**src/rtl/tcr_pkg.sv**
```systemverilog
package tcr_pkg;
    localparam int INST_W = 32;
    localparam int RVC_W  = 16;
    localparam int NSRC   = 2;
    localparam int SRC_CSR = 0;
    localparam int SRC_DEC = 1;

    typedef enum logic [0:0] {
        ST_EMPTY = 1'b0,
        ST_HELD  = 1'b1
    } cap_state_e;

    typedef struct packed {
        logic              vld;
        logic              rvc;
        logic [INST_W-1:0] enc;
    } cand_t;
endpackage

```
**src/rtl/tcr_fmt.sv**
```systemverilog
module tcr_fmt
    import tcr_pkg::*;
#(
    parameter int IW = INST_W,
    parameter int CW = RVC_W
) (
    input  cand_t  cand_in,
    output cand_t  cand_out
);
    localparam int PAD_W = IW - CW;

    always_comb begin
        cand_out = cand_in;
        if (cand_in.rvc) begin
            cand_out.enc = {{PAD_W{1'b0}}, cand_in.enc[CW-1:0]};
        end
    end
endmodule

```
**src/rtl/tcr_arb.sv**
```systemverilog
module tcr_arb
    import tcr_pkg::*;
#(
    parameter int N = NSRC
) (
    input  cand_t [N-1:0] cands,
    output cand_t         winner
);
    cand_t [N-1:0] fmt;

    for (genvar g = 0; g < N; g++) begin : g_fmt
        tcr_fmt u_fmt (
            .cand_in (cands[g]),
            .cand_out(fmt[g])
        );
    end

    // lower index = older in program order = higher priority
    always_comb begin
        winner = '0;
        for (int i = N - 1; i >= 0; i--) begin
            if (fmt[i].vld) begin
                winner = fmt[i];
            end
        end
    end
endmodule

```
**src/rtl/tcr_fsm.sv**
```systemverilog
module tcr_fsm
    import tcr_pkg::*;
(
    input  logic              clk,
    input  logic              rst_n,
    input  cand_t             cand,
    input  logic              clr,
    input  logic              commit,
    input  logic              dbg_mode,
    output logic              held,
    output logic [INST_W-1:0] data,
    output logic              wen,
    output logic [INST_W-1:0] wdata
);
    cap_state_e state_q, state_d;
    logic [INST_W-1:0] data_q;

    always_comb begin
        state_d = state_q;
        unique case (state_q)
            ST_EMPTY: if (!clr && cand.vld) state_d = ST_HELD;
            ST_HELD:  if (clr)              state_d = ST_EMPTY;
            default:                        state_d = ST_EMPTY;
        endcase
    end

    always_ff @(posedge clk or negedge rst_n) begin
        if (!rst_n) begin
            state_q <= ST_EMPTY;
            data_q  <= '0;
        end else begin
            state_q <= state_d;
            if (state_q == ST_EMPTY && state_d == ST_HELD) begin
                data_q <= cand.enc;
            end else if (state_d == ST_EMPTY) begin
                data_q <= '0;
            end
        end
    end

    always_comb begin
        held  = (state_q == ST_HELD);
        data  = data_q;
        wen   = held && commit && !dbg_mode;
        wdata = data_q;
    end

    AST_NO_OVERWRITE: assert property (@(posedge clk) disable iff (!rst_n)
        (state_q == ST_HELD && !clr) |=> (state_q == ST_HELD && $stable(data_q)));
    AST_CLEAR_EMPTIES: assert property (@(posedge clk) disable iff (!rst_n)
        clr |=> (state_q == ST_EMPTY && data_q == '0));
    AST_DEBUG_NO_WRITE: assert property (@(posedge clk) disable iff (!rst_n)
        dbg_mode |-> !wen);
endmodule

```
**src/rtl/trap_inst_capture.sv**
```systemverilog
module trap_inst_capture
    import tcr_pkg::*;
(
    input  logic        clk,
    input  logic        rst_n,
    input  logic        csr_ill_vld,
    input  logic [31:0] csr_ill_enc,
    input  logic        csr_ill_rvc,
    input  logic        dec_ill_vld,
    input  logic [31:0] dec_ill_enc,
    input  logic        dec_ill_rvc,
    input  logic        flush,
    input  logic        trap_commit,
    input  logic        dbg_mode,
    output logic        cap_vld,
    output logic [31:0] cap_enc,
    output logic        tval_wen,
    output logic [31:0] tval_data
);
    cand_t [NSRC-1:0] cands;
    cand_t            winner;
    logic             clr;

    always_comb begin
        cands[SRC_CSR] = '{vld: csr_ill_vld, rvc: csr_ill_rvc, enc: csr_ill_enc};
        cands[SRC_DEC] = '{vld: dec_ill_vld, rvc: dec_ill_rvc, enc: dec_ill_enc};
        clr            = flush || trap_commit;
    end

    tcr_arb #(.N(NSRC)) u_arb (
        .cands (cands),
        .winner(winner)
    );

    tcr_fsm u_fsm (
        .clk     (clk),
        .rst_n   (rst_n),
        .cand    (winner),
        .clr     (clr),
        .commit  (trap_commit),
        .dbg_mode(dbg_mode),
        .held    (cap_vld),
        .data    (cap_enc),
        .wen     (tval_wen),
        .wdata   (tval_data)
    );

    AST_CSR_FIRST: assert property (@(posedge clk) disable iff (!rst_n)
        (!cap_vld && !clr && csr_ill_vld && dec_ill_vld && !csr_ill_rvc)
        |=> (cap_vld && cap_enc == $past(csr_ill_enc)));
    AST_DEC_ALONE: assert property (@(posedge clk) disable iff (!rst_n)
        (!cap_vld && !clr && !csr_ill_vld && dec_ill_vld && !dec_ill_rvc)
        |=> (cap_vld && cap_enc == $past(dec_ill_enc)));
    AST_RVC_HIGH_ZERO: assert property (@(posedge clk) disable iff (!rst_n)
        (!cap_vld && !clr && csr_ill_vld && csr_ill_rvc)
        |=> (cap_enc[31:16] == 16'h0 && cap_enc[15:0] == $past(csr_ill_enc[15:0])));
    AST_TVAL_MATCH: assert property (@(posedge clk) disable iff (!rst_n)
        tval_wen |-> (cap_vld && trap_commit && tval_data == cap_enc));
endmodule

```
**config.mk**
```make
export PLATFORM = sky130hd
export DESIGN_NAME = trap_inst_capture
export DESIGN_NICKNAME = d
export VERILOG_FILES = /design/src/rtl/tcr_pkg.sv /design/src/rtl/tcr_fmt.sv /design/src/rtl/tcr_arb.sv /design/src/rtl/tcr_fsm.sv /design/src/rtl/trap_inst_capture.sv
export SDC_FILE = /design/constraint.sdc
export NUM_CORES = 1
export LEC_CHECK = 0
export CAP_MARGIN = 20
export CORE_ASPECT_RATIO = 1.75
export CORE_MARGIN = 3
export CORE_UTILIZATION = 62
export CTS_BUF_LIST = sky130_fd_sc_hd__clkbuf_16
export DETAILED_ROUTE_END_ITERATION = 8
export DONT_BUFFER_PORTS = 1
export PLACE_DENSITY = 0.78
export SETUP_SLACK_MARGIN = 0.02
export SKIP_LAST_GASP = 1
export SYNTH_ARGS = -nofsm -noshare
export SYNTH_HDL_FRONTEND = slang
export SYNTH_SLANG_ARGS = --single-unit
export TNS_END_PERCENT = 1
```
**constraint.sdc**
```tcl
create_clock -name clk -period 1.6 [get_ports clk]
set_clock_uncertainty 0.15 [all_clocks]
set_input_delay 0.32 -clock clk [delete_from_list [all_inputs] [get_ports clk]]
set_output_delay 0.32 -clock clk [all_outputs]
set_load 0.02 [all_outputs]
```
* After elaboration in Yosys (flattened, before gate mapping)
Cells that the tools add are included.
Word-level totals: bits of input ports 73, word-level logic and storage cells 20, register bits after elaboration 33
Operators by class: reduce and logical (&&, ||, !) cells 7, equality and inequality tests 1, bitwise operators 1, multiplexer cells 9
Operators with widths (count):
- two-way mux 32 bit | 4
- two-way mux 34 bit | 2
- logical AND 1 bit | 4
- zero test 1 bit | 2
- two-way mux 1 bit | 2
- inequality test 2 bit, second input constant | 1
- one-hot mux 1 bit (2 select lines) | 1
- logical OR 1 bit | 1
- inverter 1 bit | 1

* Longest topological paths before layout
Gate-level depths: netlist (run 1).
word-level depth 8, gate-level depth with buffers 5, gate-level depth less buffers 3

* By module
From an unflattened synthesis (run 1), not the netlist that was laid out.
Unflattened totals: cells, all modules 231, area total of the unflattened synthesis 2429.8 um^2
By module, submodules not included:
- tcr_fsm | cells an instance 114, times used 1, area each 1487.7 um^2, seq. area each 825.8 um^2
- tcr_fmt | cells an instance 35, times used 2, area each 279.0 um^2, seq. area each 0.0 um^2
- tcr_arb | cells an instance 46, times used 1, area each 377.9 um^2, seq. area each 0.0 um^2
- trap_inst_capture | cells an instance 1, times used 1, area each 6.3 um^2, seq. area each 0.0 um^2

* Least setup slack after synthesis (run 1)
OpenSTA, ideal clock, no wires.
kind flip-flop to flip-flop, from register u_fsm.state_q (netlist: u_fsm.held), to register u_fsm.data_q[10] (netlist: u_fsm.data[10]), setup time 0.133 ns, data arrival time 1.057 ns, data required time 1.317 ns, period minus slack after synthesis 1.340 ns, stages on the path, launching flop included 5, setup slack 0.260 ns, cell sequence dfrtp_1 -> nor3_1 -> o21ai_1 -> clkbuf_1 -> o21ai_0
On the way: word-level cells in the longest chain between the ends 4, elaborated cells between the ends (all ways) 5, those cells by class eq/ne (1); mux (2); bitwise (1); reduce/logical (1)
Ends and longest elaborated chain:
- start, declared | RTL line tcr_fsm.sv:15 | cap_state_e state_q, state_d;
- start signal, assigned | RTL line tcr_fsm.sv:32 | state_q <= state_d;
- inverter 1 bit | RTL line tcr_fsm.sv:20, tcr_fsm.sv:33
- one-hot mux 1 bit (2 select lines) | RTL line tcr_fsm.sv:20 | unique case (state_q)
- logical AND 1 bit | RTL line tcr_fsm.sv:33 | if (state_q == ST_EMPTY && state_d == ST_HELD) begin
- inequality test 2 bit (no source line) / two-way mux 32 bit (equally long branches)
- end signal, assigned | RTL line tcr_fsm.sv:34 | data_q <= cand.enc;
- end, declared | RTL line tcr_fsm.sv:16 | logic [INST_W-1:0] data_q;
Several ways; a longest one is shown, not always the timed one. A chain may end at the register's enable or synchronous reset.

* Worst setup path after layout (run 1)
from input flush, to register u_fsm.state_q (netlist: u_fsm.held)
On the way: word-level cells in the longest chain between the ends 5, elaborated cells between the ends (all ways) 6, those cells by class mux (3); reduce/logical (3)
Ends and longest elaborated chain:
- start, declared | RTL line trap_inst_capture.sv:12 | input logic flush,
- logical OR 1 bit (*) | RTL line trap_inst_capture.sv:27 | clr = flush || trap_commit;
- zero test 1 bit | RTL line tcr_fsm.sv:21 | ST_EMPTY: if (!clr && cand.vld) state_d = ST_HELD;
- logical AND 1 bit | RTL line tcr_fsm.sv:21
- two-way mux 1 bit | RTL line tcr_fsm.sv:21
- one-hot mux 1 bit (2 select lines) (*) | RTL line tcr_fsm.sv:20
- named net u_fsm.state_d | RTL line tcr_fsm.sv:15
Mark *: on every way through the listed nets, which the timed path passes. The rest lies on a longest branch.

==> results.md, run 1 <==
| Quantity | This run |
|---|---|
| Relative slew margins | 0.724 |
| Slowest cell on the critical path | dlygate4sd3_1 |
| Largest net degree at the start of global routing | 34 |
| Antenna violations before repair | 0 |
| Worst hold slack | 0.0901 ns |
| Routed length per instance | 20.4 µm |
| Core area | 2580 µm² |
| Setup crit start | flush |
| Clock tree from TritonCTS | yes |
| Fin. max-slew vios | 0 |
| Final setup fails | 0 |
| Count of buffers inserted at the top-level ports | 0 |
| DRT Pass-1 Iters | 4 |
| Power density relative to cell area | 1130 nW/µm² |
| Buf/Inv on CP | 2 |
| Level count of the clock H-tree | 2 |
| Hold Path Origin | dec_ill_enc[3] |
| Flip-flop and latch count after synthesis | 33 |
| Library cells used by synthesis | 16 |
| Total clock buffers created by CTS | 5 |
| Wire length of the first global-routing pass | 5.68 mm |
| Synthesis warning total | 0 |
| Antenna Violating Nets Remaining | 0 |
| Kind of start point of the critical path | input pin |
| Chain of cells forming the critical path | dlygate4sd3_1 > nor3_1 > dlygate4sd3_1 |
| Count of vias placed by the detailed router | 1250 |
| Number of buffers on the longest clock path | 2 |
| Peak ir drop on the vdd network | 859 µV |
| Violation count after the first detailed-route iteration | 34 |
| # nets final | 231 |
| Y dimension of the die | 76.1 µm |
| Clock latency on the worst-skew pair | 0.27 ns |
| Initial core utilization | 0.673 |
| Cell area after synthesis | 1740 µm² |
| Clock period minus final worst setup slack | 1.56 ns |
| Setup repair after global routing missed its margin | false |
| Fraction of the yosys area taken by sequential cells | 0.475 |
| Rows | 24 |
| Critical Path End Type | register |
| Crit Path Class | input pin to register |
| Leak pwr | 0.730 nW |
| FMAX | 642 MHz |
| DRC violation count after routing | 0 |
| HPWL Detailed | 2.83 mm |
| Horizontal extent of the die | 46.0 µm |
| Syn avg cell area | 9.45 µm² |
| Ratio of final minimum period to clock period | 0.973 |
| WP data required | 1.66 ns |
| Beginning of the worst register-to-register path | u_fsm.held |
| Power, Total | 0.00194 W |
| Area grow syn2layout | -1.51% |
| Worst Tran Pin Value | 0.414 ns |
| Number of maximum-capacitance violations | 0 |
| Ratio of cells with drive above 1 in the final layout | 0.126 |
| CTS Sinks | 33 |
| Syn nets | 257 |
| Vias in the first global route | 1220 |
| Result of the run | complete, no violations |
| Synthesized instance count | 184 |
| Placed instance count | 173 |
| Worst endpoint data arrival time | 1.61 ns |
| Last weighted congestion value of the routability-driven placer | 0.720 |
| Clock transition time at the flip-flop clock pins of the worst setup and hold paths | 0.05 ns |
| Number of I/O pins | 139 |
| Fill cell instance count of the final layout | 215 |
| Cell Count, Final, Fillers Out | 185 |
| Most repeated library cell on the critical path | dlygate4sd3_1 |
| Sum Neg Setup Slack | 0 ns |
| Vias per cell | 6.76 |
| Critical path's top delay family | buffers and inverters |
| Worst path max stage delay | 0.57 ns |
| Leading cell types in the layout, fill and taps excluded | nand2_1, dfrtp_1, a22oi_1 |
| Total detailed-routing wirelength | 3.77 mm |
| Biggest fanout along the worst timing path | 3 |
| Number of hold violations in the final report | 0 |
| Area of the die | 3500 µm² |
| Clock Tree Root | clkbuf_16 |
| Layout Utilization | 0.663 |
| Worst Hold Class | input pin to register |
| Count of inserted antenna diode cells | 0 |
| GR Util All Layers | 0.217 |
| Remaining global-route overflow | 0 |
==> flip-flops by register name, indices dropped and copies added, names as in the netlist <==
| register | flops |
|---|---|
| u_fsm.data | 32 |
| u_fsm.held | 1 |
==> logic make-up after synthesis <==
group                  after synthesis  synth area share
AO/OA/AOI/OAI                       65             0.233
buffers and inverters               45             0.184
AND/OR/NAND/NOR                     41             0.108
flip-flops                          33             0.475
==> through the flow <==
| step | setup WS [ns] | cell area, µm² |
|---|---|---|
| 2_1_floorplan | 0.260 | 1740 |
| 3_3_place_gp | 0.301 | 1520 |
| 3_5_place_dp | 0.202 | 1520 |
| 4_1_cts | 0.0619 | 1710 |
| 5_1_grt | 0.0234 | 1710 |
| 6_report | 0.0435 | 1710 |
==> cell type report <==
type                       instances  area [µm²]  area share
multi-input combinational        106         606       0.354
timing repair buffer              12         110      0.0643
clock inverter                     3        13.8     0.00804
tap                               26        32.5      0.0190
sequential                        33         826       0.482
clock buffer                       5         125      0.0730
==> power by group <==
part | internal (W) | switching [W] | leakage, nW
Combinational | 0.0000612 | 0.0000752 | 0.200
Sequential | 0.000857 | 0.0000760 | 0.455
Clock | 0.000562 | 0.000307 | 0.0748
Total | 0.00148 | 0.000458 | 0.730
==> worst paths after layout <==
path,slack [ns],end,depth (start not counted)
max,0.04,u_fsm.held,3
min,0.09,u_fsm.data[3],2
max reg2reg,0.10,u_fsm.held,3
min reg2reg,0.57,u_fsm.data[25],2
max in group asynchronous,0.78,u_fsm.data[27],2
min in group asynchronous,0.35,u_fsm.data[0],2
==> layer usage <==
layer	GRT usage	part of all wire	up-vias
li1	-	-	559
met1	0.203	0.31	590
met2	0.398	0.59	95
met3	0.0662	0.087	6
met4	0.0883	0.014	0
met5	0	0	-
==> synth_stat cells <==
| master | n | area share |
|---|---|---|
| a22oi_1 | 32 | 0.14 |
| and2b_1 | 1 | 0.0043 |
| buf_2 | 4 | 0.012 |
| buf_4 | 34 | 0.15 |
| buf_6 | 2 | 0.013 |
| clkbuf_1 | 2 | 0.0043 |
| clkbuf_2 | 3 | 0.0086 |
| dfrtp_1 | 33 | 0.47 |
| nand2_1 | 33 | 0.071 |
| nor2_1 | 1 | 0.0022 |
| nor2b_1 | 1 | 0.0036 |
| nor3_1 | 3 | 0.0086 |
| nor3b_2 | 1 | 0.0072 |
| nor3b_4 | 1 | 0.011 |
| o21ai_0 | 16 | 0.046 |
| o21ai_1 | 17 | 0.049 |
==> timing repair <==
action / in CTS / in global routing
gates resized for setup: 0 / 1
hold buffers: 4 / 0
endpoints found under the hold margin: 34 / 0
endpoints found under the setup margin: 0 / 1
buffers inserted: 0 / 0
(Power assumes the default switching activity.)
==> run 2, diff against run 1 <==
PLACE_DENSITY = default   (was 0.78)
PLACE_DENSITY_LB_ADDON = 0.25   (was default)
==> run 2 against run 1 <==
- setup slack got worse by 0.0078 ns
- clock-buffer cell count did not move
- final area rose by 0.29%
- sequential power barely moved
- global-route usage rose by 0.19 points
- core utilization rose by 0.19 points
- wire length rose by 1.1%
- power barely moved
- highest routed layer unchanged
- fmax fell by 0.50%
- die area did not move
- non-clock buffer count fell by 2
- largest power group unchanged
- critical endpoint unchanged
==> results.md, run 2 (synthesis gave the netlist of run 1 again) <==
| Quantity | This run | Change |
|---|---|---|
| R2r setup slk | 0.04 ns | -0.06 ns |
| Setup repair after global routing missed its margin | true |  |
| Worst hold endpoint | u_fsm.data[22] |  |
| Number of I/O pins | 139 | unchanged |
| Fill cell instance count of the final layout | 228 | +6.0% |
| Peak ir drop on the vdd network | 727 µV | -15% |
| Rows | 24 | unchanged |
| Area of the die | 3500 µm² | unchanged |
| Layout Utilization | 0.665 | +0.00194 |
| Y dimension of the die | 76.1 µm | unchanged |
| Worst hold slack | 0.0952 ns | +0.00516 ns |
| Sequential power share | 0.481 | about the same |
| Chain of cells forming the critical path | buf_4 > nor3_4 > nor3_1 > dlygate4sd3_1 |  |
| Beginning of the worst register-to-register path | u_fsm.held |  |
| Worst path max stage delay | 0.56 ns | about the same |
| CTS Sinks | 33 | unchanged |
| Slowest cell on the critical path | dlygate4sd3_1 |  |
| Worst endpoint data arrival time | 1.56 ns | -0.05 ns |
| Hold path cells | 2 | unchanged |
| Core area | 2580 µm² | unchanged |
| Sum Neg Setup Slack | 0 ns | unchanged |
| Kind of start point of the critical path | register |  |
| Ratio of cells with drive above 1 in the final layout | 0.121 | -0.00477 |
| Clock power share | 0.449 | about the same |
| Level count of the clock H-tree | 2 | unchanged |
| Horizontal extent of the die | 46.0 µm | unchanged |
| Hold Path Origin | dec_ill_enc[22] |  |
| Clock latency on the worst-skew pair | 0.26 ns | about the same |
| DRT Pass-1 Iters | 4 | unchanged |
| # nets final | 229 | -0.87% |
| Power density relative to cell area | 1130 nW/µm² | -0.22% |
| Combinational cell fraction of total power | 0.071 | about the same |
| WP data required | 1.59 ns | -0.07 ns |
| Clock Tree Root | clkbuf_16 |  |
| Worst Tran Pin Value | 0.499 ns | +0.0845 ns |
| DRC violation count after routing | 0 | unchanged |
| Fin. max-slew vios | 0 | unchanged |
| Last weighted congestion value of the routability-driven placer | 0.745 | +3.5% |
| GR Util All Layers | 0.219 | +0.00187 |
| R2R cell count | 4 | +1 |
| Power, Total | 0.00194 W | about the same |
| Count of inserted antenna diode cells | 0 | unchanged |
| Count of buffers inserted at the top-level ports | 0 | unchanged |
| Leak pwr | 0.725 nW | -0.62% |
| R2R Path End | u_fsm.held |  |
| FMAX | 639 MHz | -0.50% |
| Ratio of final minimum period to clock period | 0.978 | +0.00485 |
| Largest net degree at the start of global routing | 34 | unchanged |
| Routed length per instance | 20.9 µm | +2.2% |
| Biggest fanout along the worst timing path | 4 | +1 |
| Clock period minus final worst setup slack | 1.56 ns | +0.00777 ns |
| Switching portion of total power | 0.237 | +0.000762 |
| Relative slew margins | 0.667 | -0.0564 |
| Crit Path Class | register to register |  |
| Clock tree from TritonCTS | yes |  |
| Number of flip-flops under the largest register name | 32 | unchanged |
| Antenna Violating Nets Remaining | 0 | unchanged |
| Internal power component | 0.00148 W | about the same |
| Vias per cell | 6.85 | +1.4% |
| Antenna violations before repair | 0 | unchanged |
| Count of vias placed by the detailed router | 1254 | +0.32% |
| Number of hold violations in the final report | 0 | unchanged |
| Remaining global-route overflow | 0 | unchanged |
| Number of buffers on the longest clock path | 2 | unchanged |
| Area grow syn2layout | -1.22% |  |
| HPWL Detailed | 2.76 mm | -2.6% |
| Final setup fails | 0 | unchanged |
| Leading cell types in the layout, fill and taps excluded | nand2_1, dfrtp_1, a22oi_1 |  |
| Clock transition time at the flip-flop clock pins of the worst setup and hold paths | 0.05 ns | about the same |
| Total detailed-routing wirelength | 3.82 mm | +1.1% |
| Total clock buffers created by CTS | 5 | unchanged |
| Initial core utilization | 0.673 | unchanged |
| Violation count after the first detailed-route iteration | 29 | -15% |
| Wire length of the first global-routing pass | 5.88 mm | +3.5% |
| Vias in the first global route | 1286 | +5.4% |
| Number of maximum-capacitance violations | 0 | unchanged |
| Worst Hold Class | input pin to register |  |
| Switching power total | 0.000460 W | +0.39% |
| Critical Path End Type | register |  |
| Result of the run | complete, no violations |  |
[run 2: cell types whose count changed in the layout (fill, tap and decap cells not counted), sizes merged]
cell,delta
buf,-2
[run 2: cell type report]
class | instances | area [µm²] | area share
tap | 26 | 32.5 | 0.0189
multi-input combinational | 106 | 622 | 0.362
clock inverter | 3 | 13.8 | 0.00801
clock buffer | 5 | 125 | 0.0728
timing repair buffer | 10 | 98.8 | 0.0575
sequential | 33 | 826 | 0.481
[run 2: layer usage]
metal / routed length [µm] / global-route usage / vias up
met1: 1280 / 0.243 / 595
li1: - / - / 557
met5: 0 / 0 / -
met4: 35 / 0.0769 / 0
met2: 2040 / 0.366 / 96
met3: 460 / 0.0780 / 6
[run 2: worst max-delay path: cells and delay by family (launching register included)]
family        cells  cell delay, ns
simple gates      2            0.17
buf+inv           2            0.74
flops             1            0.38
[run 2: stage by stage]
step | cells | cell area (µm²) | worst slack [ns]
6_report | 183 | 1720 | 0.0357
5_1_grt | 183 | 1720 | -0.0196
4_1_cts | 181 | 1680 | 0.0397
3_5_place_dp | 169 | 1490 | -0.238
3_3_place_gp | 169 | 1490 | -0.0884
2_1_floorplan | 184 | 1740 | 0.260
[run 2: worst max path at each step]
| stage | startpoint | end | slack [ns] |
|---|---|---|---|
| global route | u_fsm.held | u_fsm.held | -0.02 |
| floorplan | u_fsm.held | u_fsm.data[10] | 0.26 |
| detailed placement | csr_ill_vld | u_fsm.data[24] | -0.24 |
| finish | u_fsm.held | u_fsm.held | 0.04 |
| global placement | csr_ill_vld | u_fsm.data[17] | -0.09 |
| CTS | u_fsm.held | u_fsm.held | 0.04 |
[run 2: repair_timing]
| action | 4_1_cts | 5_1_grt |
|---|---|---|
| resized for setup | 1 | 3 |
| buffers inserted | 0 | 0 |
| endpoints found under the hold margin | 34 | 0 |
| hold buffers | 4 | 0 |
| endpoints found under the setup margin | 1 | 4 |
[run 2: power by group through the flow]
stage | Sequential [W] | Clock, W | Combinational, W
floorplan | 0.000915 | 0 | 0.000153
global placement | 0.000947 | 0 | 0.0000968
detailed placement | 0.000947 | 0 | 0.000103
CTS | 0.000933 | 0.000889 | 0.000131
global route | 0.000936 | 0.000927 | 0.000156
finish | 0.000932 | 0.000870 | 0.000137
==> run 3, diff against run 2 <==
ABC_AREA = 1   (was default)
CORE_UTILIZATION = 63   (was 62)
==> run 3 against run 2 <==
- non-clock buffer count is 3 lower
- synthesized cell count grew 71%
- first-iteration DRC count is 28% lower
- setup slack improved by 0.098 ns
- hold slack got worse by 0.024 ns
- sequential share of layout area down 7.8 points
- largest power group unchanged
- register-to-register slack improved by 0.25 ns
- combinational power grew 28%
- fmax is 6.7% higher
- die area grew 17%
- area after synthesis rose by 21%
==> results.md, run 3 <==
| Quantity | This run | Change |
|---|---|---|
| Number of maximum-capacitance violations | 0 | unchanged |
| FMAX | 682 MHz | +6.7% |
| HPWL Detailed | 3.11 mm | +13% |
| Rows | 27 | +13% |
| Post-synth top cells | nand2_1, buf_4, dfrtp_1 |  |
| WP data required | 1.13 ns | -0.46 ns |
| Violation count after the first detailed-route iteration | 21 | -28% |
| Ratio of final minimum period to clock period | 0.917 | -0.0610 |
| Relative slew margins | 0.702 | +0.0348 |
| Synthesized instance count | 315 | +71% |
| Syn avg cell area | 6.70 µm² | -29% |
| Fraction of registers with async set or reset after synthesis | 1.00 | unchanged |
| Largest net degree at the start of global routing | 34 | unchanged |
| Routed length per instance | 13.0 µm | -37% |
| Worst path max stage delay | 0.43 ns | -0.13 ns |
| Peak ir drop on the vdd network | 702 µV | -3.4% |
| GR Util All Layers | 0.211 | -0.00771 |
| Critical Path End Type | primary output |  |
| Level count of the clock H-tree | 2 | unchanged |
| Synthesis warning total | 0 | unchanged |
| Fin. max-slew vios | 0 | unchanged |
| Leading cell types in the layout, fill and taps excluded | nand2_1, dfrtp_1, inv_1 |  |
| Vias in the first global route | 1476 | +15% |
| Total clock buffers created by CTS | 5 | unchanged |
| DRT Pass-1 Iters | 4 | unchanged |
| Fraction of the yosys area taken by sequential cells | 0.391 | -0.0834 |
| Antenna violations before repair | 0 | unchanged |
| Ratio of cells with drive above 1 in the final layout | 0.0883 | -0.0327 |
| Crit Path Class | register to primary output |  |
| Leak pwr | 1.26 nW | +73% |
| Count of buffers inserted at the top-level ports | 0 | unchanged |
| Syn nets | 388 | +51% |
| Prevailing post-synth register cell | dfrtp_1 |  |
| Combinational cell fraction of total power | 0.090 | +0.019 |
| Number of flip-flops under the largest register name | 32 | unchanged |
| Final setup fails | 0 | unchanged |
| DRC violation count after routing | 0 | unchanged |
| Switching power total | 0.000479 W | +4.3% |
| Number of hold violations in the final report | 0 | unchanged |
| CTS Sinks | 33 | unchanged |
| Number of buffers on the longest clock path | 2 | unchanged |
| Buffer count from post-CTS setup fixing | 0 | unchanged |
| Number of flops mapped to enable cells by yosys | 0 | unchanged |
| # nets final | 356 | +55% |
| Y dimension of the die | 82.6 µm | +8.5% |
| R2r setup slk | 0.29 ns | +0.25 ns |
| Count of inserted antenna diode cells | 0 | unchanged |
| Cell area after synthesis | 2110 µm² | +21% |
| Clock power share | 0.432 | -0.017 |
| Post-synth top area cell | dfrtp_1 |  |
| Switching portion of total power | 0.245 | +0.00789 |
| Clock transition time at the flip-flop clock pins of the worst setup and hold paths | 0.05 ns | about the same |
| Top cell type's share of synthesized area | 0.391 | -0.0834 |
| Leading post-synthesis cells by cell area | dfrtp_1, nand2_1, buf_4 |  |
| Area of the die | 4110 µm² | +17% |
| Total detailed-routing wirelength | 4.25 mm | +11% |
| Sequential power share | 0.478 | -0.003 |
| Horizontal extent of the die | 49.7 µm | +8.0% |
| Core area | 3180 µm² | +23% |
| Chain of cells forming the critical path | nand2_1 > nor2_2 |  |
| Clock period minus final worst setup slack | 1.47 ns | -0.0976 ns |
| Most common cell after layout, fill and taps aside | nand2_1 |  |
| Internal power component | 0.00148 W | -0.12% |
| Library cells used by synthesis | 13 | -3 |
| Worst endpoint data arrival time | 1.00 ns | -0.56 ns |
| Sum Neg Setup Slack | 0 ns | unchanged |
| Worst hold slack | 0.0716 ns | -0.0236 ns |
| Worst Hold Class | input pin to register |  |
| Worst Tran Pin Value | 0.447 ns | -0.0522 ns |
| Power density relative to cell area | 953 nW/µm² | -16% |
| Buf/Inv on CP | 0 | -2 |
| Wire length of the first global-routing pass | 6.62 mm | +13% |
| Last weighted congestion value of the routability-driven placer | 0.714 | -4.2% |
| Remaining global-route overflow | 0 | unchanged |
| Clock latency on the worst-skew pair | 0.27 ns | about the same |
| Critical path's top delay family | flip-flops |  |
| Initial core utilization | 0.664 | -0.00915 |
| Number of I/O pins | 139 | unchanged |
| Result of the run | complete, no violations |  |
| Vias per cell | 4.88 | -29% |
| Clock Tree Root | clkbuf_16 |  |
| Kind of start point of the critical path | register |  |
| Clock tree from TritonCTS | yes |  |
| Dominant cell by count in the synthesized netlist | nand2_1 |  |
| Area grow syn2layout | -2.67% |  |
| Slowest cell on the critical path | dfrtp_2 |  |
| Biggest fanout along the worst timing path | 4 | unchanged |
| Layout Utilization | 0.647 | -0.0186 |
| Count of vias placed by the detailed router | 1592 | +27% |
| Antenna Violating Nets Remaining | 0 | unchanged |
| Setup repair after global routing missed its margin | false |  |
| Power, Total | 0.00196 W | +0.92% |
| Fill cell instance count of the final layout | 324 | +42% |
| Flip-flop and latch count after synthesis | 33 | unchanged |
[run 3: cell count changes after synthesis, sizes merged, moves of 4 or more]
cell	delta
o21ai	-33
inv	+18
buf	+4
nand2	+162
nor2	+20
a22oi	-32
[run 3: per-layer routing]
metal,part of all wire,vias to the layer above,GRT usage
met3,0.087,4,0.0628
met4,0.010,0,0.0665
met5,0,-,0
li1,-,822,-
met2,0.53,90,0.399
met1,0.38,676,0.222
[run 3: cell type report]
type                            count  area (µm²)  share of cell area
Multi-Input combinational cell    218         880               0.428
Sequential cell                    33         827               0.403
Clock buffer                        5         125              0.0609
Timing Repair Buffer                7        92.6              0.0451
Inverter                           18        67.6              0.0329
Tap cell                           43        53.8              0.0262
Clock inverter                      2        7.51             0.00366
[run 3: worst paths after layout]
| path | start | end | depth (start not counted) |
|---|---|---|---|
| setup / recovery | u_fsm.held | tval_wen | 2 |
| hold / removal | flush | u_fsm.held | 2 |
| setup reg to reg | u_fsm.held | u_fsm.data[27] | 5 |
| hold reg to reg | u_fsm.data[14] | u_fsm.data[14] | 2 |
| max in group asynchronous | rst_n | u_fsm.held | 2 |
| min in group asynchronous | rst_n | u_fsm.data[15] | 2 |
[run 3: cells by family after synthesis]
group           share of synthesized area
simple gates                        0.412
buf+inv                             0.193
flops                               0.391
compound gates                    0.00356
[run 3: power groups by stage]
stage	Clock [W]	Sequential (W)	Combinational (W)
finish	0.000846	0.000937	0.000175
global route	0.000898	0.000940	0.000208
floorplan	0	0.000917	0.000199
CTS	0.000866	0.000937	0.000180
global placement	0	0.000950	0.000152
detailed placement	0	0.000950	0.000154
[run 3: metrics by stage]
stage,instance area (µm²),instances,worst slack (ns)
after floorplan,2110,315,0.240
after global placement,1890,317,0.269
after detailed placement,1890,317,0.256
after CTS,2050,326,0.0503
after global routing,2050,326,0.0788
final,2050,326,0.133
[run 3: what timing repair did]
action                                  4_1_cts  5_1_grt
hold endpoints to repair                     33        0
gates resized for setup                       1        1
hold buffers                                  2        0
endpoints found under the setup margin        1        1
